--- config.mk ---
export PLATFORM = sky130hd
export DESIGN_NAME = mdio_master
export DESIGN_NICKNAME = d
export VERILOG_FILES = /design/src/rtl/mdio_pkg.sv /design/src/rtl/mdio_mdc_gen.sv /design/src/rtl/mdio_frame_fmt.sv /design/src/rtl/mdio_bit_sel.sv /design/src/rtl/mdio_master.sv
export SDC_FILE = /design/constraint.sdc
export NUM_CORES = 1
export LEC_CHECK = 0
export ABC_AREA = 1
export ABC_CLOCK_PERIOD_IN_PS = 2150
export BUFFER_PORTS_ARGS = -buffer_cell sky130_fd_sc_hd__buf_4
export CAP_MARGIN = 20
export CORE_MARGIN = 8
export CORE_UTILIZATION = 40
export DETAILED_ROUTE_END_ITERATION = 10
export GPL_TIMING_DRIVEN = 0
export SYNTH_ARGS = -nofsm -noshare
export SYNTH_HDL_FRONTEND = slang
export SYNTH_HIERARCHICAL = 1
export SYNTH_SLANG_ARGS = --single-unit
--- constraint.sdc ---
create_clock -name clk -period 2.15 [get_ports clk]
set_input_delay 0.215 -clock clk [delete_from_list [all_inputs] [get_ports clk]]
set_output_delay 0.215 -clock clk [all_outputs]
set_load 0.02 [all_outputs]
--- src/rtl/mdio_pkg.sv ---
package mdio_pkg;

    localparam int PHY_W  = 5;
    localparam int REG_W  = 5;
    localparam int DATA_W = 16;
    localparam int POS_W  = 6;

    // register select codes
    localparam logic [1:0] SEL_CFG  = 2'd0;
    localparam logic [1:0] SEL_CMD  = 2'd1;
    localparam logic [1:0] SEL_WDAT = 2'd2;
    localparam logic [1:0] SEL_RDAT = 2'd3;

    // bit positions within the 32-bit frame (0 = start code MSB)
    localparam logic [4:0] HDR_LAST   = 5'd13;
    localparam logic [4:0] TA_LOW_IDX = 5'd15;
    localparam logic [4:0] DATA_FIRST = 5'd16;

    localparam logic [POS_W-1:0] POS_FRAME0 = 6'd32;
    localparam logic [POS_W-1:0] POS_LAST   = 6'd63;

    typedef struct packed {
        logic [1:0]       op;
        logic [PHY_W-1:0] phy;
        logic [REG_W-1:0] regad;
    } cmd_t;

endpackage

--- src/rtl/mdio_mdc_gen.sv ---
module mdio_mdc_gen #(
    parameter int DIV_W = 8
) (
    input  logic             clk,
    input  logic             rst_n,
    input  logic             run,
    input  logic [DIV_W-1:0] half,
    output logic             mdc,
    output logic             rise_p,
    output logic             fall_p
);
    logic [DIV_W-1:0] cnt_d, cnt_q;
    logic             mdc_d, mdc_q;
    logic             turn;

    always_comb begin
        turn  = run && (cnt_q == half);
        cnt_d = cnt_q;
        mdc_d = mdc_q;
        if (!run) begin
            cnt_d = '0;
            mdc_d = 1'b0;
        end else if (turn) begin
            cnt_d = '0;
            mdc_d = !mdc_q;
        end else begin
            cnt_d = cnt_q + 1'b1;
        end
    end

    always_ff @(posedge clk or negedge rst_n) begin
        if (!rst_n) begin
            cnt_q <= '0;
            mdc_q <= 1'b0;
        end else begin
            cnt_q <= cnt_d;
            mdc_q <= mdc_d;
        end
    end

    assign mdc    = mdc_q;
    assign rise_p = turn && !mdc_q;
    assign fall_p = turn && mdc_q;

endmodule

--- src/rtl/mdio_frame_fmt.sv ---
module mdio_frame_fmt
    import mdio_pkg::*;
(
    input  logic              ext_mode,
    input  cmd_t              cmd,
    input  logic [DATA_W-1:0] wdat,
    output logic [31:0]       frame,
    output logic              is_read
);
    logic [1:0] start_code;
    logic [1:0] op_bits;

    always_comb begin
        if (ext_mode) begin
            start_code = 2'b00;
            op_bits    = cmd.op;
            is_read    = cmd.op[1];
        end else begin
            start_code = 2'b01;
            op_bits    = cmd.op[0] ? 2'b10 : 2'b01;
            is_read    = cmd.op[0];
        end
        frame = {start_code, op_bits, cmd.phy, cmd.regad, 2'b10, wdat};
    end

endmodule

--- src/rtl/mdio_bit_sel.sv ---
module mdio_bit_sel
    import mdio_pkg::*;
(
    input  logic [POS_W-1:0] pos,
    input  logic [31:0]      frame,
    input  logic             is_read,
    output logic             bit_o,
    output logic             drive_o
);
    logic       in_pre;
    logic [4:0] idx;

    always_comb begin
        in_pre  = !pos[POS_W-1];
        idx     = pos[4:0];
        bit_o   = in_pre ? 1'b1 : frame[5'd31 - idx];
        drive_o = in_pre || !is_read || (idx <= HDR_LAST);
    end

endmodule

--- src/rtl/mdio_master.sv ---
module mdio_master
    import mdio_pkg::*;
#(
    parameter int DIV_W   = 8,
    parameter int DIV_RST = 4
) (
    input  logic        clk,
    input  logic        rst_n,
    input  logic        reg_we,
    input  logic [1:0]  reg_addr,
    input  logic [31:0] reg_wdata,
    output logic [31:0] reg_rdata,
    output logic        mdc,
    output logic        mdio_o,
    output logic        mdio_oe,
    input  logic        mdio_i
);
    localparam int DIV_LSB = 8;

    typedef struct packed {
        logic                ext_mode;
        logic                pre_en;
        logic [DIV_W-1:0]    div;
        logic [DATA_W-1:0]   wdat;
        cmd_t                cmd;
        logic                busy;
        logic                rd;
        logic [DIV_W-1:0]    div_run;
        logic [31:0]         frame;
        logic [POS_W-1:0]    pos;
        logic                wr_pend;
        logic                rd_pend;
        logic                rd_valid;
        logic                ta_ok;
        logic [DATA_W-1:0]   rd_sh;
        logic [DATA_W-1:0]   rd_dat;
    } state_t;

    state_t st_d, st_q;

    cmd_t        new_cmd;
    logic [31:0] fmt_frame;
    logic        fmt_read;
    logic        rise_p, fall_p;
    logic        line_bit, line_drive;
    logic        busy_w, wr_pend_w, rd_pend_w, rd_valid_w;
    logic [31:0] frame_w;
    logic        unused_wdata;
    logic [4:0]  fidx;

    assign new_cmd = '{op: reg_wdata[1:0], phy: reg_wdata[12:8], regad: reg_wdata[20:16]};
    assign unused_wdata = ^reg_wdata[31:21];

    mdio_frame_fmt fmt_i (
        .ext_mode (st_q.ext_mode),
        .cmd      (new_cmd),
        .wdat     (st_q.wdat),
        .frame    (fmt_frame),
        .is_read  (fmt_read)
    );

    mdio_mdc_gen #(.DIV_W(DIV_W)) clk_i (
        .clk    (clk),
        .rst_n  (rst_n),
        .run    (st_q.busy),
        .half   (st_q.div_run),
        .mdc    (mdc),
        .rise_p (rise_p),
        .fall_p (fall_p)
    );

    mdio_bit_sel sel_i (
        .pos     (st_q.pos),
        .frame   (frame_w),
        .is_read (st_q.rd),
        .bit_o   (line_bit),
        .drive_o (line_drive)
    );

    assign busy_w     = st_q.busy;
    assign wr_pend_w  = st_q.wr_pend;
    assign rd_pend_w  = st_q.rd_pend;
    assign rd_valid_w = st_q.rd_valid;
    assign frame_w    = st_q.frame;
    assign fidx       = st_q.pos[4:0];

    assign mdio_o  = busy_w ? line_bit : 1'b1;
    assign mdio_oe = busy_w && line_drive;

    always_comb begin
        st_d = st_q;

        if (reg_we) begin
            case (reg_addr)
                SEL_CFG: begin
                    st_d.ext_mode = reg_wdata[0];
                    st_d.pre_en   = reg_wdata[1];
                    st_d.div      = reg_wdata[DIV_LSB +: DIV_W];
                end
                SEL_WDAT: st_d.wdat = reg_wdata[DATA_W-1:0];
                SEL_CMD: begin
                    if (!st_q.busy) begin
                        st_d.cmd     = new_cmd;
                        st_d.busy    = 1'b1;
                        st_d.rd      = fmt_read;
                        st_d.frame   = fmt_frame;
                        st_d.div_run = st_q.div;
                        st_d.pos     = st_q.pre_en ? '0 : POS_FRAME0;
                        st_d.ta_ok   = 1'b1;
                        if (fmt_read) begin
                            st_d.rd_pend  = 1'b1;
                            st_d.rd_valid = 1'b0;
                        end else begin
                            st_d.wr_pend  = 1'b1;
                        end
                    end
                end
                default: ;
            endcase
        end

        if (st_q.busy) begin
            if (rise_p && st_q.rd && st_q.pos[POS_W-1]) begin
                if (fidx == TA_LOW_IDX) begin
                    st_d.ta_ok = !mdio_i;
                end
                if (fidx >= DATA_FIRST) begin
                    st_d.rd_sh = {st_q.rd_sh[DATA_W-2:0], mdio_i};
                end
            end
            if (fall_p) begin
                if (st_q.pos == POS_LAST) begin
                    st_d.busy    = 1'b0;
                    st_d.wr_pend = 1'b0;
                    if (st_q.rd) begin
                        st_d.rd_pend  = 1'b0;
                        st_d.rd_valid = st_q.ta_ok;
                        st_d.rd_dat   = st_q.rd_sh;
                    end
                end else begin
                    st_d.pos = st_q.pos + 6'd1;
                end
            end
        end
    end

    always_ff @(posedge clk or negedge rst_n) begin
        if (!rst_n) begin
            st_q        <= '0;
            st_q.pre_en <= 1'b1;
            st_q.div    <= DIV_W'(DIV_RST);
        end else begin
            st_q <= st_d;
        end
    end

    always_comb begin
        reg_rdata = '0;
        case (reg_addr)
            SEL_CFG: begin
                reg_rdata[0]                  = st_q.ext_mode;
                reg_rdata[1]                  = st_q.pre_en;
                reg_rdata[DIV_LSB +: DIV_W]   = st_q.div;
            end
            SEL_CMD: begin
                reg_rdata[1:0]   = st_q.cmd.op;
                reg_rdata[12:8]  = st_q.cmd.phy;
                reg_rdata[20:16] = st_q.cmd.regad;
            end
            SEL_WDAT: begin
                reg_rdata[31]          = wr_pend_w;
                reg_rdata[DATA_W-1:0]  = st_q.wdat;
            end
            default: begin
                reg_rdata[31]          = rd_pend_w;
                reg_rdata[30]          = rd_valid_w;
                reg_rdata[DATA_W-1:0]  = st_q.rd_dat;
            end
        endcase
    end

endmodule

* After elaboration in Yosys (flattened, before gate mapping)
Cells that the tools add are included.
** Storage, ports and cells
- Register bits :: 129
- Bits of input ports :: 38
- Output and inout bits :: 35
- Word-level logic and storage cells :: 92
** Cells by class
- Add/sub/neg operators :: 3
- Order comparisons :: 3
- Eq/ne operators :: 6
- Mux-type cells :: 39
- Bitwise operators :: 1
- Reduce and logical (&&, ||, !) cells :: 20
** Operators with widths (number)
- 2-to-1 mux 52 bit :: 2
- 2-to-1 mux 16 bit :: 4
- 2-to-1 mux 51 bit :: 1
- 2-to-1 mux 42 bit :: 1
- 2-to-1 mux 17 bit :: 1
- 2-to-1 mux 8 bit :: 2
- one-hot mux 5 bit (3 select lines) :: 1
- 2-to-1 mux 1 bit :: 13
- 2-to-1 mux 6 bit :: 2
- one-hot mux 6 bit (2 select lines) :: 1
- 2-to-1 mux 9 bit :: 1
- one-hot mux 3 bit (3 select lines) :: 1
- adder 8 x 1 -> 8 bit (second input constant) :: 1
- == test 8 bit :: 1
- 2-to-1 mux 2 bit :: 4
- adder 6 x 1 -> 6 bit (second input constant) :: 1
- == test 6 bit (second input constant) :: 1
- logical AND 1 bit :: 6
- < comparator 5 x 6 -> 1 bit (second input constant) :: 1
- one-hot mux 2 bit (3 select lines) :: 1
- AND reduction 3 bit :: 2
- binary-select mux 1 bit (select 5 bit) :: 1
- == test 5 x 4 -> 1 bit (second input constant) :: 1
- greater-or-equal comparator 5 bit (second input constant) :: 1
- 16 further kinds :: 21

* Depth between registers and ports, before layout
- Depth in word-level cells :: 9
- Gate-level depth with buffers :: 14
- Depth with buffers taken out :: 14

* Cells and area by module
The synthesis kept the hierarchy.
** By module, submodules not included
- mdio_master :: instances 1, cells each 626, area each 5527.8 um^2
- mdio_mdc_gen :: instances 1, cells each 104, area each 645.6 um^2
- mdio_bit_sel :: instances 1, cells each 99, area each 445.4 um^2
- mdio_frame_fmt :: instances 1, cells each 40, area each 262.8 um^2

* Worst setup path before layout
No wires, ideal clock.
- Kind :: reg2reg
- Start :: register clk_i.cnt_q[5]
- End :: register st_q[29] (netlist bit)
- Library setup time :: 117 ps
- Arrival :: 1596 ps
- Path slack :: 437 ps
- Stages on the path, launching flop included :: 15
- Period minus slack after synthesis :: 1713 ps
- Cells stage by stage :: dfrtp_1 inv_2 nand2_1 nand2_1 nor2_1 nand2_1 nor2_2 nand3_1 inv_1 nand3_1 nor2_2 nand2_2 buf_2 nand2_1 nand2_1
** On the way
- Longest elaborated chain between the ends :: 6
** Ends and longest elaborated chain
- start: declaration :: RTL line mdio_mdc_gen.sv:12 : logic [DIV_W-1:0] cnt_d, cnt_q;
- start signal: assignment :: RTL line mdio_mdc_gen.sv:36 : cnt_q <= cnt_d;
- == test 8 bit :: RTL line mdio_mdc_gen.sv:17 : turn = run && (cnt_q == half);
- logical AND 1 bit :: RTL line mdio_mdc_gen.sv:17
- logical AND 1 bit :: RTL line mdio_mdc_gen.sv:42 : assign rise_p = turn && !mdc_q;
- net rise_p :: RTL line mdio_master.sv:44 : logic rise_p, fall_p;
- logical AND 1 bit (2 in series) :: RTL line mdio_master.sv:123 : if (rise_p && st_q.rd && st_q.pos[POS_W-1]) begin
- AND reduction 3 bit (no source line)
- end signal: assignment :: RTL line mdio_master.sv:153 : st_q <= st_d;
- end: declaration :: RTL line mdio_master.sv:39 : state_t st_d, st_q;
The timed path passes the listed nets, and every way through them passes these cells.
A chain may end at the register's enable or synchronous reset.

* Final worst setup path
- Start :: register st_q (netlist bit fidx[0])
- End :: output mdio_o
** On the way
- Longest elaborated chain between the ends :: 5
** Ends and longest elaborated chain
- subtractor 5 bit :: RTL line mdio_bit_sel.sv:16 : bit_o = in_pre ? 1'b1 : frame[5'd31 - idx];
- binary-select mux 1 bit (select 5 bit) :: RTL line mdio_bit_sel.sv:16
- 2-to-1 mux 1 bit (not written as such) :: RTL line mdio_bit_sel.sv:16
- 2-to-1 mux 1 bit :: RTL line mdio_bit_sel.sv:16
- net line_bit :: RTL line mdio_master.sv:45 : logic line_bit, line_drive;
- 2-to-1 mux 1 bit :: RTL line mdio_master.sv:87 : assign mdio_o = busy_w ? line_bit : 1'b1;
- end: declaration :: RTL line mdio_master.sv:14 : output logic mdio_o,
The timed path passes the listed nets, and every way through them passes these cells. The select of a mux whose other input is x is not followed.

==> results.ini <==
[status]
outcome = finished with violations
violations = setup timing

[critical_path]
r2r_end = st_q[23]
cp-end-kind = primary output
crit_fanout = 6
cp_num_cells = 12
crit_start = fidx[0]
crit_family = simple AND/OR/NAND/NOR gates
critPathBufInv = 3
arrival_ns = 2.00
startpoint_type = flip-flop
worstPathRequired_ns = 1.93
crit_type = flip-flop to primary output
endpoint = mdio_o
r2r_cells = 14
r2r_start = clk_i/cnt_q[5]
path_cells = buf_6 -> buf_8 -> nand2_1 -> nand2_1 -> nand2_1 -> nand3_2 -> nand3_2 -> nand2_2 -> nand2_2 -> nand3_2 -> or2_4 -> buf_6
crit_slowest_cell = dfrtp_1
rrSetupSlack_ns = 0.21
slowest_delay_ns = 0.38

[power_and_ir_drop]
ir_drop_v = 0.0006096
finalPower_mw = 8.889
power_density_nw_per_um2 = 1042
p_leak_nw = 4.568

[placement]
dp.cells = 1155
place_area_um2 = 7611
pre_cts_ws_ns = 0.06981
gp_congestion = 0.8029
hpwlAfterDp_mm = 12.50
io_buffers = 51

[timing]
timing.final.ws_setup_ns = -0.06604
layout_min_cycle_time_ns = 2.216
fin_crit_sh_pct = 103.1
max_freq_mhz = 451.3
final.setup.tns_ns = -0.06604
whs_ns = 0.03361
hold_viol = 0
clock_skew_ns = 0.01050
setup_viol = 1
rsz0062_at_grt = true
drv_slew = 0

[global_route]
grt_pass1_wl_mm = 29.24
gr-usage-met3_pct = 3.507
grt_remaining_overflow = 0
met1_usage_pct = 21.19
antenna_found_initial = 0
busiest_layer = met2
grt_pass1_vias = 5630
use_met2_pct = 28.23
grt_max_degree = 84
grt_use_total_pct = 16.93

[min_path]
min_path_type = input pin to flip-flop
holdCritStartpoint = reg_wdata[7]

[synthesis]
synth_top_area_share_pct = 46.91
syn-cell-area_um2 = 6882
synth_compound_area_share_pct = 4.818
ys_warn_count = 6
yosysUniqueCellTypes = 35
synth.avg_cell_area_um2 = 7.919
synth_common_cells = nand2_1 (334), dfrtp_1 (129), inv_1 (77)
seq_area_frac_synth_pct = 47.67
yosysMostFrequentCell = nand2_1
synthSimpleGateAreaFrac_pct = 32.76
ys_seq_elements = 131
synth_top_family_by_area = simple AND/OR/NAND/NOR gates
synth-edff-count = 0
synth_mux_area_share_pct = 0
synthAdderAreaFrac_pct = 0.5455
ys.flop_type = dfrtp_1
syn_inst = 869
yosys.area.top_type = dfrtp_1
synthTopCellsByArea = dfrtp_1 (47%), nand2_1 (18%), buf_4 (4.8%)
synth-xor-area-share_pct = 0.8909
ys_async_sr_fraction_pct = 100.0

[route]
firstDrtPassIters = 5
via_per_inst = 4.623
wire_per_inst_um = 14.31
drc = 0
vias = 5561
wl_mm = 17.21
drt_iter0_markers = 340
antenna_left = 0

[cells_and_area]
seq_area_um2 = 3284
n_fill_cell = 1683
area_growth_pct = 23.91
final_cell_area_um2 = 8527
final_cell_count_no_fill = 1203
layout-drive-gt1-share_pct = 27.61
final_util_pct = 49.99
fin_nets = 1009
multi_input_area_um2 = 2831
antenna_cells = 0

[cts]
tritoncts = done
cts_buffers = 17
clock-sinks = 131
root_buffer = clkbuf_16
htreeDepth = 4
clock_latency_ns = 0.42
clk_path_buf_depth = 2
path_clk_slew_ns = 0.05

[floorplan]
std_cell_rows = 48
die_w_um = 147.2
die_area_um2 = 21660
num_io_pins = 73
start_util_pct = 40.35
core_um2 = 17060
die_y_um = 147.2

[job]
drv_cap = 0

==> logic make-up (layout without fill, tap and decap cells) <==
logic type / after synthesis / after routing
DFF: 131 / 131
adders and majority gates: 3 / 3
buffers and inverters: 159 / 259
xor gates and xnor gates: 7 / 7
and+or+nand+nor: 513 / 513
other: 3 / 12
AOI/OAI and AO/OA: 53 / 53
==> cell type report <==
cell class / count / share of cell area [%]
Sequential cell: 131 / 38.52
Multi-Input combinational cell: 588 / 33.21
Timing Repair Buffer: 72 / 7.395
Buffer: 72 / 6.794
Clock buffer: 25 / 5.928
Inverter: 86 / 4.006
Tap cell: 225 / 3.302
Clock inverter: 4 / 0.8511
==> report_power, final <==
part	switching (mW)	total, mW	internal (mW)
clock	1.03	2.87	1.84
combinational	1.49	2.67	1.18
sequential	0.410	3.35	2.94
==> state kept, by name, indices dropped and copies added (netlist names) <==
name and count:
rd_pend_w 1, clk_i/mdc 1, clk_i/cnt_q 8, frame_w 32, rd_valid_w 1, fidx 5
wr_pend_w 1, busy_w 1, st_q 81
==> worst min-delay path by stage <==
stage	endpoint	slack (ns)	cells past startpoint
final	st_q[103]	0.03	3
after global routing	st_q[101]	0.04	3
after CTS	st_q[103]	0.02	3
after detailed placement	frame_w[23]	0.20	1
after global placement	st_q[86]	0.43	3
after floorplan	busy_w	-0.08	0
==> cells in the final DEF, fill, tap and decap left out, types with 17 or more instances in the layout <==
cell         n
nand2_1    326
dfrtp_1    126
buf_4      103
inv_1       74
nand2_2     58
nand3_1     43
nor2_1      34
nand4_1     25
o21ai_0     21
clkbuf_16   17
==> worst reg2reg max path, stage by stage, from the launching register on <==
cell and delay (ns):
dfrtp_1 0.41, inv_2 0.07, nand2_1 0.06, nand2_1 0.05
nor2_1 0.10, nand2_1 0.07, nor2_2 0.14, nand3_2 0.09
inv_2 0.09, nand3_1 0.13, nor2_4 0.22, nand2_4 0.11
buf_4 0.19, nand2_1 0.06, nand2_1 0.05
==> repair_timing <==
item	CTS	global route
setup buffers	7	6
endpoints found under the setup margin	2	38
pin swaps	9	4
gates resized for setup	25	25
endpoints found under the hold margin	53	0
hold buffers	6	0
cloned	1	0
==> routing by layer <==
metal | up-vias | share of wire, %
met5 | - | 0
met4 | 0 | 1.8
met3 | 22 | 4.0
met2 | 100 | 48
met1 | 2600 | 46
li1 | 2839 | -
No activity file was read; power rests on OpenSTA's default activity.
